## src/rtl/irqc_pkg.sv

```systemverilog
// Shared constants and types for the interrupt concentrator.
// Assumes a 32-bit data path and an 8-byte register window.
package irqc_pkg;
    localparam int unsigned IRQC_DATA_W    = 32;
    localparam int unsigned IRQC_MAX_LINES = 32;
    localparam logic [2:0]  OFS_INDEX      = 3'h0;
    localparam logic [2:0]  OFS_MASK       = 3'h4;
    localparam logic [IRQC_DATA_W-1:0] IDX_NONE = 32'd32;

    typedef enum logic [1:0] {
        SEL_NONE  = 2'd0,
        SEL_INDEX = 2'd1,
        SEL_MASK  = 2'd2
    } reg_sel_e;

    typedef struct packed {
        logic     hit;      // address lies inside the window
        reg_sel_e sel;      // register addressed
        logic     err;      // access must be refused
        logic     mask_we;  // accepted write to the mask
    } dec_t;
endpackage

```

## src/rtl/irqc_decode.sv

```systemverilog
// Address decoder: matches the request against the 8-byte window and picks
// the register. Assumes SEG_BASE is a multiple of 8 and ADDR_W > 3.
module irqc_decode
    import irqc_pkg::*;
#(
    parameter int unsigned ADDR_W   = 32,
    parameter logic [ADDR_W-1:0] SEG_BASE = '0
) (
    input  logic              req_valid,
    input  logic              req_write,
    input  logic [ADDR_W-1:0] req_addr,
    output dec_t              dec
);
    logic [2:0] offset;
    assign offset = req_addr[2:0];

    // Window match, register select and refusal rules.
    always_comb begin
        dec.hit = (req_addr[ADDR_W-1:3] == SEG_BASE[ADDR_W-1:3]);
        if (!dec.hit)                dec.sel = SEL_NONE;
        else if (offset == OFS_INDEX) dec.sel = SEL_INDEX;
        else if (offset == OFS_MASK)  dec.sel = SEL_MASK;
        else                          dec.sel = SEL_NONE;
        dec.err     = (dec.sel == SEL_NONE) ||
                      ((dec.sel == SEL_INDEX) && req_write);
        dec.mask_we = req_valid && req_write && (dec.sel == SEL_MASK);
    end
endmodule

```

## src/rtl/irqc_prio.sv

```systemverilog
// Fixed-priority encoder: the lowest set bit of the pending vector wins.
// Produces IDX_NONE (32) when no bit is set. Purely combinational.
module irqc_prio
    import irqc_pkg::*;
#(
    parameter int unsigned N_IRQ = 32
) (
    input  logic [N_IRQ-1:0]       pending,
    output logic [IRQC_DATA_W-1:0] idx_value
);
    // Scan downward so that the lowest pending index is the last written.
    always_comb begin
        idx_value = IDX_NONE;
        for (int i = N_IRQ - 1; i >= 0; i--) begin
            if (pending[i]) idx_value = IRQC_DATA_W'(i);
        end
    end
endmodule

```

## src/rtl/irqc_regs.sv

```systemverilog
// Mask register and registered response path. A response is produced exactly
// one cycle after each request; refused and write accesses return zero data.
module irqc_regs
    import irqc_pkg::*;
#(
    parameter int unsigned N_IRQ = 32
) (
    input  logic                   clk,
    input  logic                   rst_n,
    input  logic                   req_valid,
    input  logic                   req_write,
    input  logic [IRQC_DATA_W-1:0] req_wdata,
    input  dec_t                   dec,
    input  logic [IRQC_DATA_W-1:0] idx_value,
    output logic [N_IRQ-1:0]       mask_q,
    output logic                   rsp_valid,
    output logic [IRQC_DATA_W-1:0] rsp_rdata,
    output logic                   rsp_error
);
    logic [IRQC_DATA_W-1:0] mask_ext;
    assign mask_ext = IRQC_DATA_W'(mask_q);

    // Mask register: cleared by reset, loaded by an accepted write.
    always_ff @(posedge clk) begin
        if (!rst_n)           mask_q <= '0;
        else if (dec.mask_we) mask_q <= req_wdata[N_IRQ-1:0];
    end

    // Response register: strobe, error flag and read data one cycle later.
    always_ff @(posedge clk) begin
        if (!rst_n) begin
            rsp_valid <= 1'b0;
            rsp_error <= 1'b0;
            rsp_rdata <= '0;
        end else begin
            rsp_valid <= req_valid;
            rsp_error <= req_valid && dec.err;
            if (req_valid && !dec.err && !req_write)
                rsp_rdata <= (dec.sel == SEL_INDEX) ? idx_value : mask_ext;
            else
                rsp_rdata <= '0;
        end
    end

    assert_rsp_follows_req_R6: assert property (@(posedge clk) disable iff (!rst_n)
        req_valid |=> rsp_valid);
    assert_no_rsp_when_idle_R6: assert property (@(posedge clk) disable iff (!rst_n)
        !req_valid |=> !rsp_valid);
    assert_outside_refused_R7: assert property (@(posedge clk) disable iff (!rst_n)
        (req_valid && !dec.hit) |=> rsp_error);
    assert_refused_keeps_mask_R8: assert property (@(posedge clk) disable iff (!rst_n)
        (req_valid && dec.err) |=> $stable(mask_q));
    assert_error_data_zero_R10: assert property (@(posedge clk) disable iff (!rst_n)
        rsp_error |-> (rsp_rdata == '0));
endmodule

```

## src/rtl/irq_concentrator.sv

```systemverilog
// Top level: gates each request line with its enable bit, ORs the result onto
// irq_out and serves the index and mask registers over the request bus.
// Assumes irq_in is synchronous to clk and 1 <= N_IRQ <= 32.
module irq_concentrator
    import irqc_pkg::*;
#(
    parameter int unsigned N_IRQ  = 32,
    parameter int unsigned ADDR_W = 32,
    parameter logic [ADDR_W-1:0] SEG_BASE = '0
) (
    input  logic                   clk,
    input  logic                   rst_n,
    input  logic                   req_valid,
    input  logic                   req_write,
    input  logic [ADDR_W-1:0]      req_addr,
    input  logic [IRQC_DATA_W-1:0] req_wdata,
    output logic                   rsp_valid,
    output logic [IRQC_DATA_W-1:0] rsp_rdata,
    output logic                   rsp_error,
    input  logic [N_IRQ-1:0]       irq_in,
    output logic                   irq_out
);
    localparam int unsigned IDX_W = (N_IRQ > 1) ? $clog2(N_IRQ) : 1;

    dec_t                   dec;
    logic [N_IRQ-1:0]       mask_q;
    logic [N_IRQ-1:0]       pending;
    logic [IRQC_DATA_W-1:0] idx_value;

    irqc_decode #(.ADDR_W(ADDR_W), .SEG_BASE(SEG_BASE)) u_decode (
        .req_valid (req_valid),
        .req_write (req_write),
        .req_addr  (req_addr),
        .dec       (dec)
    );

    // Per-line gating of each request by its enable bit.
    for (genvar g = 0; g < N_IRQ; g++) begin : g_gate
        assign pending[g] = irq_in[g] & mask_q[g];
    end

    assign irq_out = |pending;

    irqc_prio #(.N_IRQ(N_IRQ)) u_prio (
        .pending   (pending),
        .idx_value (idx_value)
    );

    irqc_regs #(.N_IRQ(N_IRQ)) u_regs (
        .clk       (clk),
        .rst_n     (rst_n),
        .req_valid (req_valid),
        .req_write (req_write),
        .req_wdata (req_wdata),
        .dec       (dec),
        .idx_value (idx_value),
        .mask_q    (mask_q),
        .rsp_valid (rsp_valid),
        .rsp_rdata (rsp_rdata),
        .rsp_error (rsp_error)
    );

    logic [IDX_W-1:0] win;
    logic [N_IRQ-1:0] below;
    assign win   = idx_value[IDX_W-1:0];
    assign below = pending & ((N_IRQ'(1) << win) - N_IRQ'(1));

    assert_none_iff_quiet_R5: assert property (@(posedge clk) disable iff (!rst_n)
        (idx_value == IDX_NONE) == !irq_out);
    assert_winner_pending_R4: assert property (@(posedge clk) disable iff (!rst_n)
        (idx_value != IDX_NONE) |-> (pending[win] && (below == '0)));
    assert_index_in_range_R4: assert property (@(posedge clk) disable iff (!rst_n)
        (idx_value < IRQC_DATA_W'(N_IRQ)) || (idx_value == IDX_NONE));
endmodule

```

## config.mk

```make
export PLATFORM = sky130hd
export DESIGN_NAME = irq_concentrator
export DESIGN_NICKNAME = d
export VERILOG_FILES = /design/src/rtl/irqc_pkg.sv /design/src/rtl/irqc_decode.sv /design/src/rtl/irqc_prio.sv /design/src/rtl/irqc_regs.sv /design/src/rtl/irq_concentrator.sv
export SDC_FILE = /design/constraint.sdc
export NUM_CORES = 1
export LEC_CHECK = 0
export BUFFER_PORTS_ARGS = -buffer_cell sky130_fd_sc_hd__clkbuf_2
export CORE_UTILIZATION = 40
export DETAILED_ROUTE_END_ITERATION = 16
export GPL_TIMING_DRIVEN = 1
export HOLD_SLACK_MARGIN = 0.1
export PLACE_DENSITY = 0.69
export SLEW_MARGIN = 20
export SYNTH_ARGS = -nofsm -noshare
export SYNTH_HDL_FRONTEND = slang
export SYNTH_SLANG_ARGS = --single-unit
```

## constraint.sdc

```tcl
create_clock -name clk -period 3.6 [get_ports clk]
set_input_delay 0.18 -clock clk [delete_from_list [all_inputs] [get_ports clk]]
set_output_delay 0.18 -clock clk [all_outputs]
set_load 0.02 [all_outputs]
```

# [Word level (Yosys, flattened, before mapping)]
# Index checks and enable logic that the tools add are counted.
[word_totals] reg_bits=66 mem_bits_rw=0 memories=0 latchBits=0 in_bits=100 output_inout_bits=35 rom_bits=0
[op_classes] n_div=0 n_mul=0 n_eq_ne=3 add_sub_neg=0 n_mux=36 n_lt_le_gt_ge=0 shift=0 n_bitwise=32 reduce_logical=14
[op_table] cell="$mux W6" count=32
[op_table] cell="$and A1 B1 Y1" count=32
[op_table] cell="$mux W32" count=1
[op_table] cell="$reduce_or A32 Y1" count=1
[op_table] cell="$logic_not A29 Y1" count=1
[op_table] cell="$logic_and A1 B1 Y1" count=6
[op_table] cell="$mux W2" count=3
[op_table] cell="$eq A3 B3 Y1 const B" count=1
[op_table] cell="$logic_not A3 Y1" count=1
[op_table] cell="$eq A2 B1 Y1 const B" count=1
[op_table] cell="$eq A2 B2 Y1 const B" count=1
[op_table] cell="$logic_not A1 Y1" count=2
[op_table] cell="$logic_not A2 Y1" count=1
[op_table] cell="$reduce_and A2 Y1" count=1
[op_table] cell="$logic_or A1 B1 Y1" count=1

# [Longest topological paths before layout]
[logic_depth] ltp_word=34 depth_mapped=8 ltp_nobuf=6

# [Modules after synthesis]
# From an unflattened synthesis, not the netlist that was laid out.
[hier_totals] cells_unflattened=405 area_unflattened_um2=3558.4
[modules_own_cells] mod="irqc_regs" cells_each=249 instances=1 area_per_inst_um2=2561.2
[modules_own_cells] mod="irqc_prio" cells_each=92 instances=1 area_per_inst_um2=566.8
[modules_own_cells] mod="irq_concentrator" cells_each=45 instances=1 area_per_inst_um2=297.8
[modules_own_cells] mod="irqc_decode" cells_each=19 instances=1 area_per_inst_um2=132.6

# [Worst setup path after synthesis]
# OpenSTA, ideal clock, no wires.
[synth_timing] path_kind="input to register" from="input port req_addr[3]" to="register u_regs.mask_q[0]" t_arrival_ns=1.427 cell_stages=8 t_required_ns=3.484 path_slack_ns=2.057 setup_ns=0.116 cell_sequence="nor4_1 nand4_1 nor2_2 and4_1 buf_4 buf_8 mux2i_1 nor2b_1"
[synth_via] elab_chain_len=4
[synth_lines] item="from (decl)" line="irq_concentrator.sv:15" text="input logic [ADDR_W-1:0] req_addr,"
[synth_lines] item="$logic_not A29 Y1" line="irqc_decode.sv:19" text="dec.hit = (req_addr[ADDR_W-1:3] == SEG_BASE[ADDR_W-1:3]);"
[synth_lines] item="$mux W2" line="irqc_decode.sv:20" text="if (!dec.hit) dec.sel = SEL_NONE;"
[synth_lines] item="$eq A2 B2 Y1" line="irqc_decode.sv:26" text="dec.mask_we = req_valid && req_write && (dec.sel == SEL_MASK);"
[synth_lines] item="$logic_and A1 B1 Y1" line="irqc_decode.sv:26"
[synth_lines] item="to (signal assigned)" line="irqc_regs.sv:26" text="else if (dec.mask_we) mask_q <= req_wdata[N_IRQ-1:0];"
[synth_lines] item="to (decl)" line="irqc_regs.sv:15" text="output logic [N_IRQ-1:0] mask_q,"
# Every way passes these cells.
# A chain may end at the register's enable or synchronous reset.

# [Worst setup path after layout]
[layout_timing] from="register u_regs.mask_q[3]" to="output port irq_out"
[layout_via] elab_chain_len=2
[layout_lines] item="$and A1 B1 Y1" line="irq_concentrator.sv:39" text="assign pending[g] = irq_in[g] & mask_q[g];"
[layout_lines] item="$reduce_or A32 Y1" line="irq_concentrator.sv:42" text="assign irq_out = |pending;"
[layout_lines] item="to (decl)" line="irq_concentrator.sv:21" text="output logic irq_out"
# Every way passes these cells.

==> flow_metrics.tcl <==
set metrics [dict create \
    viasPerCell 4.97 \
    setup_viol 0 \
    synth_fp_nets 385 \
    die_y_um 85.3 \
    finalInstanceArea_sq_mm 0.00381 \
    cts-resized-gates 0 \
    required_ns 3.42 \
    synth_enable_flop_cells 0 \
    maxSlewViolCount 0 \
    crit_type "flop to output pin" \
    placeableCoreArea_sq_mm 0.00653 \
    min_path_type "input port to flop" \
    status "completed" \
    place_inst 487 \
    grt-ovfl-total 0 \
    start_kind "flop" \
    max_slew.worst_pin.slew_ns 0.998 \
    synth-async-reset-ratio 0 \
    min_period_ns 2.01 \
    routed-via-count 2573 \
    cts_tree "done" \
    tns_ns 0 \
    gr-usage-met1 0.240 \
    route.final.wire_length_mm 6.77 \
    worstPathCellList "a22oi_1, nand4_1, nor3_1, nand2_1, clkbuf_2" \
    synth_top_area_share 0.477 \
    fin_nets 536 \
    worstRegToRegCells 6 \
    crit_path_max_incr_delay_ns 0.37 \
    fin_crit_sh 0.559 \
    syn_to_final_growth_pct 37.3 \
    diodes 0 \
    met3_usage 0.0671 \
    grt_pass1_wl_mm 10.6 \
    clkLatencyLatePin_ns 0.34 \
    use_met2 0.303 \
    start_util 0.425 \
    yosysMostFrequentCell "dfxtp_1" \
    grt_max_degree 34 \
    clockBufferDepth 2 \
    yosys_warnings 0 \
    stdcell_count 518 \
    yosysUniqueCellTypes 37 \
    track_usage 0.190 \
    first_global_vias 2278 \
    hold_viol_final 0 \
    cts.sinks 66 \
    die_area_sq_mm 0.00727 \
    hold_path_depth 3 \
    fin_worst_skew_ns 0.00725 \
    dp_hpwl_mm 5.14 \
    place_area_sq_mm 0.00347 \
    finalPower_mw 1.41 \
    cts.clk_slew.worst_paths_ns 0.07 \
    top_usage_layer "met2" \
    rows 29 \
    syn-cell-area_sq_mm 0.00277 \
    cts_root_buffer "clkbuf_8" \
    rsz0062_at_grt "no" \
    synth_area_leaders "dfxtp_1, mux2i_1, nor2b_1, and2_1, a22oi_1" \
    ir_drop_mv 0.172 \
    synth_cells 285 \
    drtAntennaViolNets 0 \
    timing.slew.headroom 0.335 \
    die_x_um 85.3 \
    wl_per_cell_um 13.1 \
    seq_area_frac_synth 0.477 \
    syn_avg_cell_area_sq_um 9.73 \
    io_buffers 134 \
    yosys.area.top_type "dfxtp_1" \
    ios 135 \
    maxCapViolations 0 \
    power_density_mw_per_mm2 371 \
    yosys-top-cells-count "dfxtp_1, mux2i_1, nor2b_1" \
    path_max_fanout 4 \
    h-tree-depth 3 \
    fmax_ghz 0.497 \
    synth_flop_cell "dfxtp_1" \
    crit_slowest_cell "nor3_1" \
    dr.pass1.iters 4 \
    gp_congestion 0.806 \
    ys_ff_latch 66 \
    drt_iter0_markers 58 \
    arrival_ns 1.83 \
    p_leak_nw 1.64 \
    antenna_found_initial 0 \
    drive_gt1_frac 0.351 \
    drcViolationCount 0 \
    endpoint_kind "output pin" \
    cts_buffers 9 \
]
stage by stage:
stage                     setup slack [ns]   util  hold WS, ns
after global routing                  1.33  0.583        0.100
after floorplan                       2.06      -        0.308
after CTS                             1.54  0.583        0.102
after global placement                1.37  0.531        0.443
final                                 1.59  0.583        0.108
after detailed placement              1.31  0.531        0.446
layout by cell type, fill, tap and decap left out, drive strengths merged, types with 3 or more instances in the layout:
cell	netlist	final
nor3	3	3
mux2i	32	32
nand4	7	7
nand2	31	31
dfxtp	66	66
a21oi	9	9
nor2b	32	32
a22oi	16	16
nor2	5	5
nor4	7	7
a31oi	3	3
clkbuf	6	144
clkinv	0	4
o2111ai	3	3
dlygate4sd3	0	15
and2	27	27
nand3	11	11
area by class of cell:
type                    count  area (sq um)
clock buffers              10           128
clock inverters             6          57.6
fillers                   593          2730
inverters                   1          3.75
multi-input cells         208          1370
flip-flops and latches     66          1320
well taps                  77          96.3
repair buffers            150           828
path summary, 6_finish.rpt:
| path | startpoint | end | slack [ns] |
|---|---|---|---|
| max | u_regs.mask_q[3] | irq_out | 1.59 |
| min | req_wdata[13] | u_regs.mask_q[13] | 0.11 |
| max reg2reg | u_regs.mask_q[3] | u_regs.rsp_rdata[4] | 1.89 |
| min reg2reg | u_regs.mask_q[13] | u_regs.rsp_rdata[13] | 0.49 |
flip-flops by register name (all words and copies together) (netlist names):
name / count
u_regs.rsp_rdata: 32
u_regs.rsp_valid: 1
u_regs.rsp_error: 1
u_regs.mask_q: 32
critical path: cells and delay by family (launching register included):
| family | cells | cell delay, ns |
|---|---|---|
| compound gates | 1 | 0.35 |
| buf+inv | 1 | 0.17 |
| flops | 1 | 0.33 |
| simple gates | 3 | 0.64 |
metal layers:
metal / share of wire / up-vias
met5: 0 / -
met4: 0.013 / 0
met2: 0.47 / 80
li1: - / 1326
met3: 0.055 / 8
met1: 0.46 / 1159
what timing repair did:
action                                 in CTS  in global routing
setup endpoints to repair                   0                  0
buffers inserted                            0                  0
hold buffers                               15                  0
endpoints found under the hold margin      15                  0
kinds of logic after synthesis:
| group | share of synthesized area |
|---|---|
| AO/OA/AOI/OAI | 0.122 |
| buffers and inverters | 0.0293 |
| flip-flops | 0.477 |
| multiplexers | 0.116 |
| AND/OR/NAND/NOR | 0.256 |
power breakdown:
group	switching [mW]	internal (mW)	total [mW]	leakage, nW
combinational	0.0360	0.0574	0.0933	1.02
sequential	0.000269	0.731	0.731	0.532
clock	0.273	0.315	0.588	0.0958
(Power assumes the default switching activity.)
